**config.mk**
```make
export PLATFORM = sky130hd
export DESIGN_NAME = ls_addr_gen
export DESIGN_NICKNAME = d
export VERILOG_FILES = /design/src/rtl/ls_addr_gen.sv
export SDC_FILE = /design/constraint.sdc
export NUM_CORES = 1
export LEC_CHECK = 0
export BUFFER_PORTS_ARGS = -buffer_cell sky130_fd_sc_hd__buf_4
export CAP_MARGIN = 5
export CORE_MARGIN = 5
export CORE_UTILIZATION = 45
export DETAILED_ROUTE_END_ITERATION = 6
export GPL_TIMING_DRIVEN = 0
export PLACE_DENSITY = 0.71
export SETUP_SLACK_MARGIN = 0.5
export SKIP_CTS_REPAIR_TIMING = 1
export SLEW_MARGIN = 20
export SYNTH_ARGS = -nofsm -noshare
export SYNTH_HDL_FRONTEND = slang
export SYNTH_SLANG_ARGS = --single-unit
```
**constraint.sdc**
```tcl
create_clock -name clk -period 6 [get_ports clk]
set_input_delay 0.6 -clock clk [delete_from_list [all_inputs] [get_ports clk]]
set_output_delay 0.6 -clock clk [all_outputs]
set_load 0.01 [all_outputs]
```
**src/rtl/ls_addr_gen.sv**
```systemverilog
module ls_addr_gen #(
  parameter int AW    = 32,
  parameter int IMM_W = 12,
  parameter int SH_W  = 5
) (
  input  logic            clk,
  input  logic            rst_n,
  input  logic            req_valid,
  input  logic [AW-1:0]   base_in,
  input  logic [1:0]      off_src,
  input  logic [IMM_W-1:0] imm_off,
  input  logic [AW-1:0]   reg_off,
  input  logic [SH_W-1:0] shift_amt,
  input  logic            sub_en,
  input  logic            pre_idx,
  input  logic            wb_req,
  output logic            out_valid,
  output logic [AW-1:0]   eff_addr,
  output logic [AW-1:0]   new_base,
  output logic            wb_en
);

  localparam logic [1:0] SRC_IMM   = 2'b00;
  localparam logic [1:0] SRC_REG   = 2'b01;
  localparam logic [1:0] SRC_SHIFT = 2'b10;
  localparam int         PAD_W     = AW - IMM_W;

  logic [AW-1:0] off_val;
  logic [AW-1:0] moved;
  logic          wb_next;

  always_comb begin
    case (off_src)
      SRC_IMM:   off_val = {{PAD_W{1'b0}}, imm_off};
      SRC_REG:   off_val = reg_off;
      SRC_SHIFT: off_val = reg_off << shift_amt;
      default:   off_val = '0;
    endcase
  end

  assign moved   = sub_en ? base_in - off_val : base_in + off_val;
  assign wb_next = !pre_idx || wb_req;

  always_ff @(posedge clk) begin
    if (!rst_n) begin
      out_valid <= 1'b0;
      wb_en     <= 1'b0;
      eff_addr  <= '0;
      new_base  <= '0;
    end else begin
      out_valid <= req_valid;
      wb_en     <= req_valid && wb_next;
      if (req_valid) begin
        eff_addr <= pre_idx ? moved : base_in;
        new_base <= wb_next ? moved : base_in;
      end
    end
  end

endmodule

```
==> results of run 1 <==
layout by cell type (no fill, tap or decap), drive strengths merged, types with 19 or more instances in the layout:
| cell type | instances |
|---|---|
| a31oi | 19 |
| clkbuf | 54 |
| mux2i | 66 |
| mux2 | 19 |
| buf | 181 |
| a21oi | 71 |
| inv | 22 |
| xor2 | 19 |
| xnor2 | 37 |
| mux4 | 36 |
| a211oi | 35 |
| nor2 | 114 |
| ha | 32 |
| nand2 | 89 |
| o21ai | 47 |
| dfxtp | 66 |
metal layers:
layer | track usage | wire [µm] | up-vias
li1 | - | - | 3964
met1 | 0.3662 | 11890 | 3923
met2 | 0.4378 | 12980 | 473
met3 | 0.02755 | 2507 | 90
met4 | 0.1146 | 1156 | 0
met5 | 0 | 0 | -
tightest hold or removal path, stage by stage (launching register included):
cell and delay, ns:
dfxtp_1 0.31, nor2_1 0.08, a211oi_1 0.05
stage by stage:
step,cell area (µm²),total power [mW],setup slack (ns)
2_1_floorplan,7873,1.213,0.8108
3_3_place_gp,9250,1.531,-0.3828
3_5_place_dp,9250,1.544,-0.4843
4_1_cts,9535,2.053,-0.1499
5_1_grt,9678,2.201,0.4686
6_report,9678,2.088,0.5485
flip-flops by register name (all words and copies together) (netlist names):
| name | flops |
|---|---|
| eff_addr | 32 |
| out_valid | 1 |
| wb_en | 1 |
| new_base | 32 |
path summary, 6_finish.rpt:
| check | from | cells after the start | end | slack, ns |
|---|---|---|---|---|
| worst max-delay path | reg_off[4] | 21 | new_base[30]$_SDFFE_PN0P_ | 0.55 |
| worst min-delay path | eff_addr[22]$_SDFFE_PN0P_ | 2 | eff_addr[22]$_SDFFE_PN0P_ | 0.49 |
| worst max register to register | eff_addr[30]$_SDFFE_PN0P_ | 3 | eff_addr[30]$_SDFFE_PN0P_ | 5.19 |
| worst min register to register | eff_addr[22]$_SDFFE_PN0P_ | 2 | eff_addr[22]$_SDFFE_PN0P_ | 0.49 |
layout make-up:
type                       count  share of cell area
multi-input combinational    798              0.6361
sequential                    66              0.1365
clock buffer                  10             0.02366
inverter                      23            0.008920
buffer                        74             0.04279
tap                          225             0.02909
clock inverter                 5            0.005818
timing repair buffer         151              0.1171
Yosys cell counts, types with 7 or more instances:
cell type,n
xnor2_1,36
mux2i_1,66
and2_1,9
inv_1,20
o211ai_1,9
o21ai_0,45
a211oi_1,33
nor3_1,13
clkbuf_1,41
mux4_2,34
mux2_2,13
dfxtp_1,66
nor2_1,111
xor2_1,19
nor2b_1,16
buf_2,13
nand3_1,13
a311oi_1,16
nand2_1,89
a22oi_1,8
a21oi_1,71
a21o_1,9
a31oi_1,19
ha_1,32
a22o_1,7
kinds of logic after synthesis:
kind of cell	after synthesis	synth area share
buf+inv	97	0.06262
flops	66	0.1678
xor+xnor	56	0.06326
simple gates	298	0.1821
mux	121	0.2160
compound gates	290	0.2548
fa+ha+maj	33	0.05340
power groups by stage:
stage,logic [mW],registers (mW),clock network (mW)
floorplan,0.668,0.546,0
global placement,1.00,0.527,0
detailed placement,1.02,0.528,0
CTS,1.02,0.519,0.511
global route,1.14,0.525,0.533
finish,1.06,0.520,0.511
==> results.sh, run 1 <==
export IMPL_status="completed"
export IMPL_cts_buffers_inserted=9
export IMPL_fin_cells=1352
export IMPL_clockBufferDepth=2
export IMPL_drive_gt1_frac=0.2511
export IMPL_slew_headroom=0.3024
export IMPL_synth_edf_count=0
export IMPL_wire_per_inst_um=21.10
export IMPL_area_growth_syn_to_layout_pct=22.93
export IMPL_fp_dieH_um=142.3
export IMPL_finClkSkew_ns=0
export IMPL_yosysTopAreaCell="dfxtp_1"
export IMPL_grt_pass1_vias=8055
export IMPL_cts_sinks=66
export IMPL_syn_area_per_cell_um2=8.192
export IMPL_path_class="input pin to flop"
export IMPL_seq_power_share=0.249
export IMPL_io_buffers=146
export IMPL_switchingPower_mw=0.8191
export IMPL_coreArea_mm2=0.01724
export IMPL_drt_pre_antenna_iters=5
export IMPL_routed_wl_um=28530
export IMPL_arrival_ns=5.67
export IMPL_worst_slew_pin_slew_ns=1.038
export IMPL_synthCells=961
export IMPL_synth_ff_type="dfxtp_1"
export IMPL_setup_violations=0
export IMPL_syn_area_mm2=0.007873
export IMPL_max_freq_ghz=0.1834
export IMPL_grt_start_max_net_pins=12
export IMPL_synthDistinctLibCells=91
export IMPL_fin_crit_ns=5.452
export IMPL_maxCapViolCount=0
export IMPL_initial_core_util=0.4567
export IMPL_insertion_delay_ns=0.32
export IMPL_via_per_inst=6.250
export IMPL_drc_errors=0
export IMPL_grt_remaining_overflow=0
export IMPL_critPathMaxStageDelay_ns=0.77
export IMPL_clockRootBuffer="clkbuf_16"
export IMPL_diodes=0
export IMPL_grt_antenna_before_repair=0
export IMPL_cp_buffers_inverters=2
export IMPL_synth_seq_cells=66
export IMPL_syn_num_nets=1083
export IMPL_path_max_fanout=10
export IMPL_ios=155
export IMPL_p_leak_nw=4.033
export IMPL_p_sw_frac=0.3924
export IMPL_htreeDepth=3
export IMPL_dp_cells=1332
export IMPL_grt_usage=0.2698
export IMPL_regArea_mm2=0.001321
export IMPL_crit_family="compound AO/OA/AOI/OAI gates"
export IMPL_die_area_mm2=0.02024
export IMPL_fin_crit_sh=0.9086
export IMPL_p_comb_frac=0.506
export IMPL_drv_slew=0
export IMPL_drtAntennaViolNets=0
export IMPL_gp_congestion=1.047
export IMPL_crit_path_start_kind="input pin"
export IMPL_place_hpwl_um=22780
export IMPL_power_density_mw_per_mm2=215.7
export IMPL_p_int_mw=1.269
export IMPL_synthArstFlopShare=0
export IMPL_setup_tns_final_ns=0
export IMPL_multiInputGateArea_mm2=0.006156
export IMPL_yosys_area_top_type_share=0.1678
export IMPL_p_clk_frac=0.245
export IMPL_rsz0062_at_grt="true"
export IMPL_worst_hold_slack_ns=0.4877
export IMPL_ys_top_cells_by_area="dfxtp_1, mux4_2, mux2i_1"
export IMPL_min_path_type="flop to flop"
export IMPL_crit_chain="buf_4, clkbuf_1, mux4_1, nor2_1, a211oi_1, a211o_1, nor4_1, and4bb_4, nor2_1, xnor2_1, ha_1, and3_1, and3_1, nand2_1, nand3_1, a211oi_4, o211ai_1, a31o_2, a21oi_1, xnor2_1, a211o_1"
export IMPL_cts_tree="done"
export IMPL_max_vdd_ir_drop_mv=0.1768
export IMPL_rows=48
export IMPL_end_kind="flop"
export IMPL_fillCellCount=1598
export IMPL_required_ns=6.22
export IMPL_dr_first_iter_drc_count=761
export IMPL_grt_pass1_wl_um=44100
export IMPL_hold_viol_final=0
export IMPL_dr_total_vias=8450
export IMPL_final_util=0.5615
export IMPL_yosysWarnings=0
export IMPL_clkTransAtPathRegs_ns=0.06
export IMPL_ys_seq_area_frac=0.1678
export IMPL_cpMaxStageDelayCell="a211oi_1"
export IMPL_die_w_um=142.3
export IMPL_nets=1245
No activity file was read; power rests on OpenSTA's default activity.
==> inputs of run 2 (changes only) <==
--- a/config.mk
+++ b/config.mk
@@ -7,11 +7,12 @@
 export LEC_CHECK = 0
 export BUFFER_PORTS_ARGS = -buffer_cell sky130_fd_sc_hd__buf_4
 export CAP_MARGIN = 5
+export CORE_ASPECT_RATIO = 0.6
 export CORE_MARGIN = 5
 export CORE_UTILIZATION = 45
 export DETAILED_ROUTE_END_ITERATION = 6
 export GPL_TIMING_DRIVEN = 0
-export PLACE_DENSITY = 0.71
+export PLACE_DENSITY = 0.74
 export SETUP_SLACK_MARGIN = 0.5
 export SKIP_CTS_REPAIR_TIMING = 1
 export SLEW_MARGIN = 20
==> constraint.sdc (replaced) <==
create_clock -name clk -period 4.88 [get_ports clk]
set_input_delay 0.488 -clock clk [delete_from_list [all_inputs] [get_ports clk]]
set_output_delay 0.488 -clock clk [all_outputs]
set_load 0.01 [all_outputs]
==> run 2 against run 1 <==
Effect of this change: count of clock-buffer cells in the layout increased by 1; sequential power increased by 23%; combinational power increased by 57%; die area increased by 0.43%; global-route usage increased by 2.2 points; worst hold slack got worse by 0.11 ns; non-clock buffer count increased by 77; clock skew unchanged; final area increased by 16%; largest power group unchanged; highest routed layer is now met5.
==> results.sh, run 2 (synthesized netlist as in run 1, its figures left out) <==
export IMPL_final_common_cell="buf_4"
export IMPL_required_ns=5.10
export IMPL_grt_usage=0.2921
export IMPL_hold_viol_final=0
export IMPL_routed_wl_um=34000
export IMPL_detailed_place_area_mm2=0.009346
export IMPL_status="completed"
export IMPL_diodes=0
export IMPL_path_max_fanout=6
export IMPL_finalInstanceArea_mm2=0.01126
export IMPL_grt_pass1_vias=8372
export IMPL_drv_slew=0
export IMPL_cts_sinks=66
export IMPL_power_density_mw_per_mm2=266.6
export IMPL_ios=155
export IMPL_path_class="input pin to flop"
export IMPL_grt_remaining_overflow=0
export IMPL_clkTransAtPathRegs_ns=0.06
export IMPL_worst_hold_slack_ns=0.3809
export IMPL_crit_family="compound AO/OA/AOI/OAI gates"
export IMPL_io_buffers=146
export IMPL_max_freq_ghz=0.2057
export IMPL_cp_buffers_inverters=3
export IMPL_drive_gt1_frac=0.4008
export IMPL_rows=37
export IMPL_gp_congestion=1.062
export IMPL_place_hpwl_um=24620
export IMPL_cpMaxStageDelayCell="mux4_2"
export IMPL_arrival_ns=5.08
export IMPL_worst_slew_pin_slew_ns=0.7842
export IMPL_grt_start_max_net_pins=12
export IMPL_clockBufferDepth=2
export IMPL_htreeDepth=3
export IMPL_dr_total_vias=9490
export IMPL_grt_antenna_before_repair=0
export IMPL_drt_pre_antenna_iters=6
export IMPL_wire_per_inst_um=23.63
export IMPL_insertion_delay_ns=0.33
export IMPL_cts_tree="done"
export IMPL_dr_first_iter_drc_count=1302
export IMPL_fin_crit_sh=0.9960
export IMPL_critPathMaxStageDelay_ns=0.58
export IMPL_reg_largest_list="eff_addr: 32 flops, new_base: 32 flops"
export IMPL_crit_chain="buf_16, buf_8, mux4_2, nor2_2, a211oi_2, a211o_1, nor4_2, and4bb_4, nor2_1, xnor2_1, ha_1, and3_4, and3_4, nand2_2, nand3_2, a211oi_4, buf_6, o211ai_1, a31o_2, a21oi_2, xnor2_2, a211o_1"
export IMPL_die_w_um=180.8
export IMPL_grt_pass1_wl_um=47770
export IMPL_p_leak_nw=4.674
export IMPL_via_per_inst=6.595
export IMPL_end_kind="flop"
export IMPL_drc_errors=0
export IMPL_coreArea_mm2=0.01718
export IMPL_setup_violations=0
export IMPL_nets=1322
export IMPL_min_path_type="input pin to flop"
export IMPL_setup_tns_final_ns=0
export IMPL_clockRootBuffer="clkbuf_16"
export IMPL_crit_path_start_kind="input pin"
export IMPL_fin_crit_ns=4.861
export IMPL_final_cell_mix="buf_4, nor2_1, nand2_1, dfxtp_1, mux2i_1"
export IMPL_drtAntennaViolNets=0
export IMPL_rsz0062_at_grt="true"
export IMPL_maxCapViolCount=0
export IMPL_die_area_mm2=0.02033
export IMPL_cts_buffers_inserted=9
export IMPL_initial_core_util=0.4584
export IMPL_finClkSkew_ns=0
export IMPL_fp_dieH_um=112.5
export IMPL_max_vdd_ir_drop_mv=0.2183
export IMPL_finalPower_mw=3.002
export IMPL_area_growth_syn_to_layout_pct=43.06
export IMPL_slew_headroom=0.4772
[run 2: routing by layer]
layer | part of all wire | up-vias | GRT usage
met5 | 0.0016 | - | 0.04471
met4 | 0.014 | 2 | 0.03676
met3 | 0.14 | 67 | 0.1014
met2 | 0.41 | 712 | 0.3924
met1 | 0.44 | 4586 | 0.4497
li1 | - | 4123 | -
[run 2: cell type report]
cell class	instances	area, µm²
sequential	66	1321
clock inverter	5	78.83
buffer	74	566.8
multi-input combinational	798	6905
clock buffer	11	232.7
timing repair buffer	228	1773
inverter	23	91.34
tap	234	292.8
fill	1369	5913
[run 2: worst paths after layout]
check	cells past startpoint	slack, ns	from	to
worst max-delay path	22	0.02	shift_amt[0]	new_base[30]$_SDFFE_PN0P_
worst min-delay path	2	0.38	req_valid	out_valid$_SDFF_PN0_
worst max register to register	2	4.08	new_base[23]$_SDFFE_PN0P_	new_base[23]$_SDFFE_PN0P_
worst min register to register	2	0.49	new_base[19]$_SDFFE_PN0P_	new_base[19]$_SDFFE_PN0P_
[run 2: where the power goes]
group	switching, mW	internal [mW]	leakage [nW]
sequential	0.0391	0.602	0.549
combinational	0.910	0.754	3.97
clock	0.250	0.447	0.153
total	1.20	1.80	4.67
[run 2: stage by stage]
stage | util | cells | setup WS (ns)
final | 0.6557 | 1439 | 0.01947
after global routing | 0.6557 | 1439 | -0.09462
after CTS | 0.5623 | 1357 | -0.6013
after detailed placement | 0.5442 | 1341 | -0.9090
after global placement | 0.5442 | 1341 | -0.7977
after floorplan | - | 961 | 0.2488
[run 2: worst register-to-register path, cell delays in order, from the launching register on]
cell and delay [ns]:
dfxtp_1 0.36, nor2_1 0.06, a311oi_1 0.29
==> inputs of run 3 (changes only) <==
--- a/config.mk
+++ b/config.mk
@@ -12,7 +12,7 @@
 export CORE_UTILIZATION = 45
 export DETAILED_ROUTE_END_ITERATION = 6
 export GPL_TIMING_DRIVEN = 0
-export PLACE_DENSITY = 0.74
+export PLACE_DENSITY = 0.8
 export SETUP_SLACK_MARGIN = 0.5
 export SKIP_CTS_REPAIR_TIMING = 1
 export SLEW_MARGIN = 20
==> run 3 against run 2 <==
Effect of this change: the flow now finishes with violations (negative setup slack); wire length is 1.9% lower; sequential power about the same; sequential share of layout area grew 0.28 points; utilization shrank 1.5 points; critical path depth is 1 lower; first-iteration DRC count is 1.0% lower.
==> results.sh, run 3 (synthesized netlist as in run 1, its figures left out) <==
export IMPL_reg_largest_list="eff_addr: 32 flops, new_base: 32 flops"
export IMPL_final_cell_mix="buf_4, nor2_1, nand2_1, dfxtp_1, a21oi_1"
export IMPL_violations="negative setup slack"
export IMPL_dr_total_vias=9254
export IMPL_cts_tree="done"
export IMPL_maxCapViolCount=0
export IMPL_path_class="input pin to flop"
export IMPL_io_buffers=146
export IMPL_finClkSkew_ns=0
export IMPL_fillCellCount=1383
export IMPL_setup_violations=2
export IMPL_via_per_inst=6.503
export IMPL_finalInstanceArea_mm2=0.01100
export IMPL_ios=155
export IMPL_fp_dieH_um=112.5
export IMPL_initial_core_util=0.4584
export IMPL_worst_slew_pin_slew_ns=0.8587
export IMPL_cts_buffers_inserted=9
export IMPL_detailed_place_area_mm2=0.009346
export IMPL_power_density_mw_per_mm2=266.6
export IMPL_gp_congestion=1.029
export IMPL_clkTransAtPathRegs_ns=0.06
export IMPL_finalPower_mw=2.932
export IMPL_drv_slew=0
export IMPL_drc_errors=0
export IMPL_path_max_fanout=5
export IMPL_grt_remaining_overflow=0
export IMPL_diodes=0
export IMPL_drive_gt1_frac=0.3659
export IMPL_clockBufferDepth=2
export IMPL_final_common_cell="buf_4"
export IMPL_slew_headroom=0.4226
export IMPL_wire_per_inst_um=23.45
export IMPL_crit_path_start_kind="input pin"
export IMPL_nets=1306
export IMPL_max_freq_ghz=0.2025
export IMPL_clockRootBuffer="clkbuf_16"
export IMPL_rsz0062_at_grt="true"
export IMPL_p_leak_nw=4.567
export IMPL_drt_pre_antenna_iters=5
export IMPL_rows=37
export IMPL_drtAntennaViolNets=0
export IMPL_fin_crit_ns=4.937
export IMPL_final_util=0.6403
export IMPL_routed_wl_um=33370
export IMPL_place_hpwl_um=24900
export IMPL_required_ns=5.11
export IMPL_cts_sinks=66
export IMPL_status="finished, violations left"
export IMPL_grt_usage=0.2969
export IMPL_area_growth_syn_to_layout_pct=39.70
export IMPL_grt_pass1_vias=8478
export IMPL_max_vdd_ir_drop_mv=0.2054
export IMPL_grt_start_max_net_pins=14
export IMPL_grt_antenna_before_repair=0
export IMPL_end_kind="flop"
export IMPL_hold_viol_final=0
export IMPL_grt_pass1_wl_um=48690
export IMPL_insertion_delay_ns=0.34
export IMPL_dr_first_iter_drc_count=1289
export IMPL_fin_ws_ns=-0.05738
export IMPL_fin_crit_sh=1.012
export IMPL_htreeDepth=3
export IMPL_die_w_um=180.8
export IMPL_coreArea_mm2=0.01718
export IMPL_min_path_type="input pin to flop"
export IMPL_die_area_mm2=0.02033
export IMPL_arrival_ns=5.16
==> run 3: final cells by class <==
| cell class | instances | area [µm²] | area share |
|---|---|---|---|
| buffer | 74 | 578.1 | 0.05256 |
| sequential | 66 | 1321 | 0.1201 |
| tap | 234 | 292.8 | 0.02662 |
| multi-input combinational | 798 | 6706 | 0.6098 |
| timing repair buffer | 212 | 1682 | 0.1529 |
| clock inverter | 7 | 101.3 | 0.009215 |
| inverter | 23 | 91.34 | 0.008305 |
| clock buffer | 9 | 225.2 | 0.02048 |
==> run 3: final timing paths <==
kind / startpoint / to / slack [ns] / cells after the start
worst max-delay path: reg_off[4] / new_base[30]$_SDFFE_PN0P_ / -0.06 / 21
worst min register to register: eff_addr[10]$_SDFFE_PN0P_ / eff_addr[10]$_SDFFE_PN0P_ / 0.49 / 2
worst min-delay path: req_valid / out_valid$_SDFF_PN0_ / 0.40 / 2
worst max register to register: eff_addr[30]$_SDFFE_PN0P_ / eff_addr[30]$_SDFFE_PN0P_ / 4.05 / 3
==> run 3: through the flow <==
step / setup TNS [ns] / setup slack (ns) / hold WS, ns / cells
floorplan: 0 / 0.2488 / 0.5032 / 961
global placement: -14.06 / -0.7238 / 0.4790 / 1341
detailed placement: -18.24 / -0.8665 / 0.4791 / 1341
CTS: -7.005 / -0.5642 / 0.3988 / 1357
global route: -0.9276 / -0.2434 / 0.4191 / 1423
finish: -0.08802 / -0.05738 / 0.3998 / 1423
==> run 3: worst max-delay path: stages <==
cell,delay [ns]
buf_6,0.11
buf_8,0.12
mux4_2,0.45
a22o_2,0.30
o2bb2ai_2,0.18
nor3_2,0.23
and3_2,0.28
nor3b_4,0.23
a31oi_1,0.12
xnor2_1,0.27
ha_1,0.35
a21o_1,0.19
a21o_1,0.19
a21oi_1,0.18
o21ai_0,0.22
a31oi_1,0.27
o211ai_1,0.16
a31o_2,0.28
a21oi_4,0.14
xnor2_2,0.10
a211o_1,0.30
==> run 3: routing by layer <==
| layer | GRT usage | wire length, µm | vias to the layer above |
|---|---|---|---|
| li1 | - | - | 4079 |
| met1 | 0.4448 | 14410 | 4400 |
| met2 | 0.3974 | 13290 | 708 |
| met3 | 0.1227 | 5149 | 67 |
| met4 | 0.05086 | 518 | 0 |
| met5 | 0 | 0 | - |
==> run 3: power breakdown <==
| group | leakage [nW] | total (mW) | switching, mW | internal (mW) |
|---|---|---|---|---|
| Sequential | 0.549 | 0.640 | 0.0380 | 0.602 |
| Clock | 0.153 | 0.729 | 0.277 | 0.452 |
| Combinational | 3.87 | 1.56 | 0.866 | 0.698 |
| Total | 4.57 | 2.93 | 1.18 | 1.75 |
